## src/rtl/phy_port.sv

```systemverilog
module phy_port #(
  parameter int LAT = 2
) (
  input  logic        clk,
  input  logic        rst_n,
  input  logic        bus_we,
  input  logic [31:0] bus_wdata,
  output logic [31:0] bus_rdata
);
  localparam int AW   = 6;
  localparam int DW   = 8;
  localparam int NREG = 1 << AW;
  localparam int CW   = $clog2(LAT + 1);

  typedef enum logic [1:0] {S_IDLE, S_BUSY, S_ACK} st_t;
  st_t st;

  logic [AW-1:0] addr_q, cmd_addr;
  logic [DW-1:0] wdat_q, cmd_wdat, rdat_q;
  logic          wreq_q, rreq_q, ack_q, cmd_wr;
  logic [CW-1:0] cnt;
  logic [DW-1:0] mem [NREG];

  wire req  = wreq_q | rreq_q;
  wire fire = (st == S_BUSY) && (cnt == CW'(LAT - 1));

  assign bus_rdata = {5'd0, ack_q, rreq_q, wreq_q, rdat_q, wdat_q, 2'd0, addr_q};

  always_ff @(posedge clk) begin
    if (!rst_n) begin
      addr_q <= '0;
      wdat_q <= '0;
      wreq_q <= 1'b0;
      rreq_q <= 1'b0;
    end else if (bus_we) begin
      addr_q <= bus_wdata[5:0];
      wdat_q <= bus_wdata[15:8];
      wreq_q <= bus_wdata[24];
      rreq_q <= bus_wdata[25];
    end
  end

  always_ff @(posedge clk) begin
    if (!rst_n) begin
      st       <= S_IDLE;
      cnt      <= '0;
      ack_q    <= 1'b0;
      cmd_addr <= '0;
      cmd_wdat <= '0;
      cmd_wr   <= 1'b0;
      rdat_q   <= '0;
    end else begin
      case (st)
        S_IDLE: if (req) begin
          st       <= S_BUSY;
          cnt      <= '0;
          cmd_addr <= addr_q;
          cmd_wdat <= wdat_q;
          cmd_wr   <= wreq_q;
        end
        S_BUSY: if (fire) begin
          st    <= S_ACK;
          ack_q <= 1'b1;
          if (!cmd_wr) rdat_q <= mem[cmd_addr];
        end else begin
          cnt <= cnt + 1'b1;
        end
        S_ACK: if (!req) begin
          st    <= S_IDLE;
          ack_q <= 1'b0;
        end
        default: st <= S_IDLE;
      endcase
    end
  end

  always_ff @(posedge clk) begin
    if (!rst_n) begin
      for (int i = 0; i < NREG; i++) mem[i] <= '0;
    end else if (fire && cmd_wr) begin
      mem[cmd_addr] <= cmd_wdat;
    end
  end

  AST_ACK_HOLD: assert property (@(posedge clk) disable iff (!rst_n)
    (ack_q && req) |=> ack_q);
  AST_ACK_FALL: assert property (@(posedge clk) disable iff (!rst_n)
    (ack_q && !req) |=> !ack_q);
  AST_MIN_LAT: assert property (@(posedge clk) disable iff (!rst_n)
    $rose(ack_q) |-> ($past(st == S_BUSY, 1) && $past(st == S_BUSY, 2)));
  AST_RDATA_HOLD: assert property (@(posedge clk) disable iff (!rst_n)
    !$stable(rdat_q) |-> $rose(ack_q));
  AST_NO_RESTART: assert property (@(posedge clk) disable iff (!rst_n)
    ack_q |=> (st != S_BUSY));
endmodule

```

## config.mk

```make
export PLATFORM = sky130hd
export DESIGN_NAME = phy_port
export DESIGN_NICKNAME = d
export VERILOG_FILES = /design/src/rtl/phy_port.sv
export SDC_FILE = /design/constraint.sdc
export NUM_CORES = 1
export LEC_CHECK = 0
export CORE_UTILIZATION = 29
export CTS_CLUSTER_DIAMETER = 120
export DETAILED_ROUTE_END_ITERATION = 12
export PLACE_DENSITY = 0.52
export SLEW_MARGIN = 20
export SYNTH_ARGS = -nofsm -noshare
export SYNTH_HDL_FRONTEND = slang
export SYNTH_SLANG_ARGS = --single-unit
```

## constraint.sdc

```tcl
create_clock -name clk -period 6.6 [get_ports clk]
set_input_delay 1.65 -clock clk [delete_from_list [all_inputs] [get_ports clk]]
set_output_delay 1.65 -clock clk [all_outputs]
set_load 0.005 [all_outputs]
```

==> results.yml, run 1 <==
timing:
  hold_viol: 0
  setup_viol: 0
  clock.fmax_mhz: 236
  finClkSkew_ps: 31.8
  fin_tns_setup_ps: 0
  drv_slew: 0
  layout_min_cycle_time_ps: 4230
  grt_setup_unrepaired: "false"
  tightestPinTransition_ps: 1130
  period_share_pct: 64.1
  setup_slack_ps: 2370
  relSlewSlack_pct: 24.2
synth:
  synthFlopType: "edfxtp_1"
  syn_area_um2: 25800
  synth_top_family_by_area: "simple AND/OR/NAND/NOR gates"
  yosysWarnings: 0
  synth_top_area_share_pct: 59.6
  yosys.area.top_type: "edfxtp_1"
  synth_most_common_cell: "and2_1"
  yosys.area_share.simple_pct: 17.2
  synthTopCellsByCount: "517 x and2_1, 512 x edfxtp_1, 105 x mux2i_1, 90 x clkbuf_1, 82 x o21ai_0"
  synth-async-reset-ratio_pct: 0
  synthMuxAreaShare_pct: 8.83
  ys_seq_area_share_pct: 63.0
  synth_edf_count: 512
  synthXorXnorAreaFrac_pct: 0
  synth_area_per_cell_um2: 13.4
  synthAdderAreaFrac_pct: 0.0485
  synth-seq-cells: 556
  syn_inst: 1919
  ys_top_cells_by_area: "edfxtp_1 60%, and2_1 13%, mux4_2 4.4%"
  synth_cell_types: 64
  synth_compound_area_share_pct: 7.44
worst_setup_path:
  required_ps: 6840
  critPathKind: "in2reg"
  slowest_delay_ps: 1220
  worstPathCellList: "buf_2 -> and3_1 -> nand3_1 -> o21ai_0"
  cp_max_fo: 12
  cp_slowest_cell: "o21ai_0"
  arrival_ps: 4480
  crit_path_end_kind: "register"
  critPathLaunchType: "input port"
power_and_ir_drop:
  power_mw: 7.51
  p_per_area_nw_per_um2: 260
  leakagePower_nw: 9.72
  ir_worst_vdd_uv: 192
placement:
  gp_congestion: 0.838
  dp_hpwl_um: 46200
  port_buffers: 43
  dpl_worst_slack_ps: 1700
  place_area_um2: 27200
grt:
  grt_pass1_wl_um: 109000
  antenna_found_initial: 1
  grt-ovfl-total: 0
  grt_pass1_vias: 15500
  grt_use_total_pct: 16.5
  grt_max_degree: 103
cells_and_area:
  antennaDiodeCount: 0
  nets: 1929
  final_area_um2: 28900
  syn2layout_area_growth_pct: 12.0
  utilization_pct: 32.7
  layout-drive-gt1-share_pct: 11.7
floorplanning:
  dieArea_um2: 90100
  die_w_um: 300
  fp.coreArea_um2: 88200
  ios: 67
  die_h_um: 300
  start_util_pct: 29.2
  row_count: 109
routing:
  vias: 15500
  drtPass1Iterations: 5
  routedWlPerCell_um: 24.2
  drtIter0Drc: 1666
  drc: 0
  via_per_inst: 5.01
  finalWirelength_um: 75100
  ant_nets: 0
clock_network:
  cts_sinks: 556
  clk_pin_slew_ps: 60
  post_cts_resize_count: 0
  holdBufCountCts: 0
  root_buffer: "clkbuf_16"
  cts_buffer_depth: 3
  cts_tree: "built"
  clock_latency_ps: 630
  cts.htree.levels: 2
  cts_inserted_buffers: 57
  cts_setup_buffers: 0
hold_path:
  hold_path.class: "reg2reg"
job:
  drv_cap: 0
run_status:
  status: "completed"
==> per-layer routing <==
| metal | track usage, % | wire [µm] | vias to the layer above |
|---|---|---|---|
| li1 | - | - | 6970 |
| met1 | 22.5 | 32900 | 7972 |
| met2 | 27.3 | 36000 | 493 |
| met3 | 2.40 | 4260 | 112 |
| met4 | 4.26 | 1940 | 0 |
| met5 | 0 | 0 | - |
==> cells by family (layout without fill, tap and decap cells) <==
| group | Yosys count | count (layout) |
|---|---|---|
| AOI/OAI and AO/OA | 275 | 275 |
| adders and majority gates | 1 | 1 |
| buffers and inverters | 174 | 185 |
| DFF | 556 | 556 |
| muxes | 164 | 164 |
| other | 1 | 7 |
| and+or+nand+nor | 748 | 748 |
==> cell usage in the layout (no fill, tap or decap), drive strengths merged, types with 22 or more instances in the layout <==
master         count
a221oi            65
nor2b             28
and2             517
a22oi             24
nand2             65
mux2i            105
clkdlybuf4s50     42
clkbuf            73
mux4              50
buf               36
o21ai             85
edfxtp           512
dfxtp             44
clkinv            22
nor2              78
==> critical path: cells and delay by family <==
| family | cells | cell delay, ps |
|---|---|---|
| and+or+nand+nor | 2 | 1500 |
| AOI/OAI and AO/OA | 1 | 1220 |
| buffers and inverters | 1 | 90 |
==> where the power goes <==
part / internal [mW] / leakage (nW) / switching (mW)
Clock: 1.70 / 0.835 / 1.37
Sequential: 3.95 / 5.65 / 0.0973
Combinational: 0.136 / 3.24 / 0.247
Total: 5.79 / 9.72 / 1.72
==> layout make-up <==
cell class,instances,area (µm²)
Clock buffer,73,1530
Clock inverter,29,194
Fill cell,8594,59400
Inverter,5,18.8
Multi-Input combinational cell,1195,8680
Sequential cell,556,16300
Tap cell,1165,1460
Timing Repair Buffer,78,701
==> state kept, by name, indices dropped and copies added, names as in the netlist <==
signal,flops
rreq_q,1
cnt,2
addr_q,6
st,2
rdat_q,8
cmd_wr,1
mem,512
cmd_addr,6
wreq_q,1
cmd_wdat,8
ack_q,1
wdat_q,8
==> metrics by stage <==
stage                     cells  hold slack [ps]
after global placement     2999              475
after global routing       3101              494
after detailed placement   2999              472
after CTS                  3101              482
after floorplan            1925              470
final                      3101              474
==> path summary, 6_finish.rpt <==
path,from,end,slack [ps],cells past startpoint
worst min-delay path,wdat_q[0]$_SDFFE_PN0P_,cmd_wdat[0]$_SDFFE_PN0P_,470,2
worst max register to register,cmd_addr[0]$_SDFFE_PN0P_,mem[61][4]$_SDFFCE_PN0P_,2390,4
worst min register to register,wdat_q[0]$_SDFFE_PN0P_,cmd_wdat[0]$_SDFFE_PN0P_,470,2
worst max-delay path,rst_n,mem[10][7]$_SDFFCE_PN0P_,2370,4
Note: power is estimated with default switching activity, not from simulation.
==> run 2, diff against run 1 <==
- PLACE_DENSITY: 0.52 -> 0.54
- clock period: 6.6 -> 3.8 ns (I/O delays scaled with it)
==> run 2 against run 1 <==
Against the previous run:
- via count grew 2.3%
- clock power grew 96%
- die area is the same
- non-clock buffer count grew 82
- wire length shrank 1.4%
- largest power group unchanged
- final area grew 3.3%
- critical path depth grew 1
- global-route usage shrank 0.17 points
- worst hold slack gained 5.2 ps
==> results.yml, run 2 (synthesis results as in run 1) <==
floorplanning:
  dieArea_um2: 90100
  start_util_pct: 29.2
  row_count: 109
  fp.coreArea_um2: 88200
  ios: 67
  die_w_um: 300
  die_h_um: 300
worst_setup_path:
  cp_slowest_cell: "nor2b_4"
  worstPathCellList: "nor2b_4 -> nand3_1 -> buf_4 -> o21ai_0 -> buf_4"
  path_buf_inv: 2
  cp_max_fo: 24
  slowest_delay_ps: 860
  critPathKind: "reg2reg"
  crit_path_end_kind: "register"
  arrival_ps: 3480
  required_ps: 4120
  cp_top_family: "simple AND/OR/NAND/NOR gates"
  cpMostUsedCell: "buf_4"
  critPathLaunchType: "register"
cells_and_area:
  layout-drive-gt1-share_pct: 16.4
  final_area_um2: 29800
  multi_input_area_um2: 8680
  final_cell_mix: "517 x and2_1, 512 x edfxtp_1, 113 x buf_4"
  regArea_um2: 16300
  regMostFlops: "mem"
  final_common_cell: "and2_1"
  final_cells: 3190
  largest_register_ffs: 512
  nets: 2011
  fillers: 8496
  syn2layout_area_growth_pct: 15.6
placement:
  port_buffers: 43
  place_inst: 3081
  gp_congestion: 0.849
  dp_hpwl_um: 48000
  place_area_um2: 27800
  dpl_worst_slack_ps: 544
timing:
  layout_min_cycle_time_ps: 3170
  finClkSkew_ps: 25.7
  relSlewSlack_pct: 28.0
  tightestPinTransition_ps: 1080
  clock.fmax_mhz: 316
  grt_setup_unrepaired: "false"
  drv_slew: 0
  fin_tns_setup_ps: 0
  setup_slack_ps: 635
  setup_viol: 0
  hold_viol: 0
  period_share_pct: 83.3
power_and_ir_drop:
  pwr-share-comb_pct: 5.3
  power_mw: 13.8
  clkPwrFrac_pct: 43.8
  p_per_area_nw_per_um2: 461
  p_int_mw: 10.7
  leakagePower_nw: 10.3
  swShare_pct: 22.2
  p_seq_share_pct: 51.0
  p_switching_mw: 3.05
  ir_worst_vdd_uv: 319
clock_network:
  root_buffer: "clkbuf_16"
  cts_sinks: 556
  holdBufCountCts: 0
  cts_setup_buffers: 0
  cts_inserted_buffers: 57
  cts_buffer_depth: 3
  cts_tree: "built"
  post_cts_resize_count: 0
  clk_pin_slew_ps: 60
  clock_latency_ps: 620
  cts.htree.levels: 2
grt:
  grt-ovfl-total: 0
  grt_pass1_vias: 15800
  grt_max_degree: 109
  grt_pass1_wl_um: 108000
  antenna_found_initial: 0
  grt_use_total_pct: 16.3
routing:
  drtIter0Drc: 1618
  via_per_inst: 4.99
  routedWlPerCell_um: 23.2
  drtPass1Iterations: 6
  vias: 15900
  drc: 0
  finalWirelength_um: 74000
  ant_nets: 0
job:
  drv_cap: 0
run_status:
  status: "completed"
hold_path:
  hold_path.class: "reg2reg"
run 2: worst register-to-register path: cells and delay by family, from the launching register on:
kind,cells,cell delay [ps]
buffers and inverters,2,570
AO/OA/AOI/OAI,1,370
AND/OR/NAND/NOR,2,1340
flip-flops,1,580
run 2: worst paths after layout:
path	to	start	slack, ps	depth (start not counted)
worst max-delay path	mem[14][7]$_SDFFCE_PN0P_	cmd_addr[1]$_SDFFE_PN0P_	630	5
worst min register to register	cmd_addr[2]$_SDFFE_PN0P_	addr_q[2]$_SDFFE_PN0P_	480	2
worst max register to register	mem[14][7]$_SDFFCE_PN0P_	cmd_addr[1]$_SDFFE_PN0P_	630	5
worst min-delay path	cmd_addr[2]$_SDFFE_PN0P_	addr_q[2]$_SDFFE_PN0P_	480	2
run 2: area by class of cell:
type | instances | area share [%]
repair buffers | 160 | 4.54
inverters | 5 | 0.0629
flip-flops and latches | 556 | 54.6
well taps | 1165 | 4.89
clock inverters | 42 | 1.51
diodes | 1 | 0.00839
multi-input cells | 1195 | 29.1
clock buffers | 66 | 5.25
run 2: power groups by stage:
stage / logic, mW / clock network (mW) / registers, mW
after global placement: 0.714 / 0 / 7.14
after CTS: 0.725 / 6.12 / 7.02
final: 0.723 / 6.02 / 7.01
after floorplan: 0.460 / 0 / 7.04
after global routing: 0.769 / 6.32 / 7.03
after detailed placement: 0.723 / 0 / 7.15
run 2: metal layers:
| layer | global-route usage (%) | vias up | part of all wire, % |
|---|---|---|---|
| li1 | - | 7127 | - |
| met1 | 21.6 | 8142 | 43 |
| met4 | 4.15 | 0 | 2.2 |
| met5 | 0 | - | 0 |
| met3 | 2.74 | 102 | 6.3 |
| met2 | 27.5 | 538 | 49 |
run 2: stage by stage:
stage	hold WS, ps	utilization, %
2_1_floorplan	470	-
3_3_place_gp	478	31.5
3_5_place_dp	475	31.5
4_1_cts	486	33.8
5_1_grt	513	33.8
6_report	479	33.8
==> run 3, diff against run 2 <==
- clock period: 3.8 -> 2.7 ns (I/O delays scaled with it)
==> run 3 against run 2 <==
Against the previous run:
- die area stayed put
- flip-flop and latch count did not move
- clock power is 34% higher
==> results.yml, run 3 (synthesis results as in run 1) <==
cells_and_area:
  nets: 2082
  largest_register_ffs: 512
  final_cell_mix: "517 x and2_1, 512 x edfxtp_1, 171 x buf_4"
  final_area_um2: 30300
  regArea_um2: 16300
  antennaDiodeCount: 0
  syn2layout_area_growth_pct: 17.6
  utilization_pct: 34.4
  regMostFlops: "mem"
  final_common_cell: "and2_1"
  fillers: 8549
  multi_input_area_um2: 8680
  final_cells: 3257
  layout-drive-gt1-share_pct: 18.5
clock_network:
  cts_inserted_buffers: 58
  clk_pin_slew_ps: 60
  cts_setup_buffers: 0
  cts_buffer_depth: 3
  cts.htree.levels: 2
  root_buffer: "clkbuf_16"
  cts_tree: "built"
  clock_latency_ps: 620
  cts_sinks: 556
grt:
  antenna_found_initial: 3
  grt_pass1_wl_um: 111000
  grt_max_degree: 109
  grt_use_total_pct: 16.6
  grt_pass1_vias: 16400
  grt-ovfl-total: 0
worst_setup_path:
  cp_top_family: "buffers and inverters"
  rr_worst_depth: 9
  worstReg2RegEnd: "mem[2][2]$_SDFFCE_PN0P_"
  critPathLaunchType: "register"
  required_ps: 3020
  slowest_delay_ps: 340
  arrival_ps: 2890
  rrSetupSlack_ps: 140
  path_buf_inv: 4
  worstPathCellList: "inv_1 -> ha_1 -> and3b_1 -> and3_1 -> buf_4 -> nand3_1 -> buf_4 -> o21ai_0 -> buf_4"
  crit_path_end_kind: "register"
  critPathKind: "reg2reg"
  cp_max_fo: 10
  cpMostUsedCell: "buf_4"
  cp_slowest_cell: "nand3_1"
  reg2reg_from: "cnt[1]$_SDFFE_PN0P_"
timing:
  drv_slew: 0
  clock.fmax_mhz: 390
  tightestPinTransition_ps: 890
  period_share_pct: 94.9
  whs_ps: 484
  layout_min_cycle_time_ps: 2560
  setup_viol: 0
  fin_tns_setup_ps: 0
  finClkSkew_ps: 19.0
  setup_slack_ps: 138
  grt_setup_unrepaired: "false"
  relSlewSlack_pct: 40.7
  hold_viol: 0
placement:
  place_inst: 3151
  port_buffers: 43
  dp_hpwl_um: 51100
  dpl_worst_slack_ps: 90.1
  place_area_um2: 28500
  gp_congestion: 0.857
floorplanning:
  die_w_um: 300
  fp.coreArea_um2: 88200
  dieArea_um2: 90100
  row_count: 109
  die_h_um: 300
  start_util_pct: 29.2
  ios: 67
power_and_ir_drop:
  power_mw: 19.0
  leakagePower_nw: 10.6
  p_per_area_nw_per_um2: 627
  ir_worst_vdd_uv: 475
routing:
  finalWirelength_um: 74800
  ant_nets: 0
  via_per_inst: 4.95
  vias: 16100
  drtPass1Iterations: 5
  drc: 0
  routedWlPerCell_um: 23.0
  drtIter0Drc: 1457
hold_path:
  min_path_cells: 2
  holdCritStartpoint: "wdat_q[0]$_SDFFE_PN0P_"
  min_to: "cmd_wdat[0]$_SDFFE_PN0P_"
  hold_path.class: "reg2reg"
job:
  drv_cap: 0
run_status:
  status: "completed"
[run 3: cell types whose count changed in the layout (fill, tap and decap cells not counted), sizes merged]
cell and change:
buf +70, bufinv -2, clkinv +2, clkinvlp -1
diode -1, inv -1
[run 3: worst max path at each step]
| stage | startpoint | end | slack (ps) | cells after the start |
|---|---|---|---|---|
| after global placement | rst_n | mem[42][7]$_SDFFCE_PN0P_ | 120 | 7 |
| after CTS | cnt[0]$_SDFFE_PN0P_ | mem[42][5]$_SDFFCE_PN0P_ | 80 | 8 |
| final | cnt[1]$_SDFFE_PN0P_ | mem[2][2]$_SDFFCE_PN0P_ | 140 | 9 |
| after floorplan | rst_n | mem[12][0]$_SDFFCE_PN0P_ | 110 | 6 |
| after detailed placement | rst_n | mem[42][4]$_SDFFCE_PN0P_ | 90 | 7 |
| after global routing | cnt[1]$_SDFFE_PN0P_ | mem[50][1]$_SDFFCE_PN0P_ | 30 | 9 |
[run 3: layout make-up]
| class | instances | share of cell area, % |
|---|---|---|
| Clock inverter | 40 | 1.24 |
| Timing Repair Buffer | 230 | 6.69 |
| Sequential cell | 556 | 53.6 |
| Tap cell | 1165 | 4.80 |
| Multi-Input combinational cell | 1195 | 28.6 |
| Inverter | 5 | 0.0619 |
| Clock buffer | 66 | 4.95 |
[run 3: worst reg2reg max path, stage by stage (launching register included)]
cell and delay (ps):
dfxtp_1 310, inv_1 60, ha_1 180, and3b_1 230, and3_1 170, buf_4 240, nand3_1 350, buf_4 300
o21ai_0 220, buf_4 220
[run 3: repair_timing]
| action | 4_1_cts | 5_1_grt |
|---|---|---|
| hold buffers | 0 | 0 |
| gates resized for setup | 0 | 1 |
| endpoints found under the setup margin | 0 | 8 |
[run 3: report_power, final]
part           internal [mW]  switching (mW)
Combinational          0.453           0.706
Sequential              9.66           0.151
Clock                   4.64            3.41
Total                   14.8            4.26
[run 3: metal layers]
metal	vias to the layer above	global-route usage (%)	part of all wire (%)	wire [µm]
li1	7279	-	-	-
met1	8259	22.2	44	32600
met2	452	27.7	49	36300
met4	2	5.10	2.9	2140
met3	118	2.38	5.1	3790
met5	-	0	0.015	11
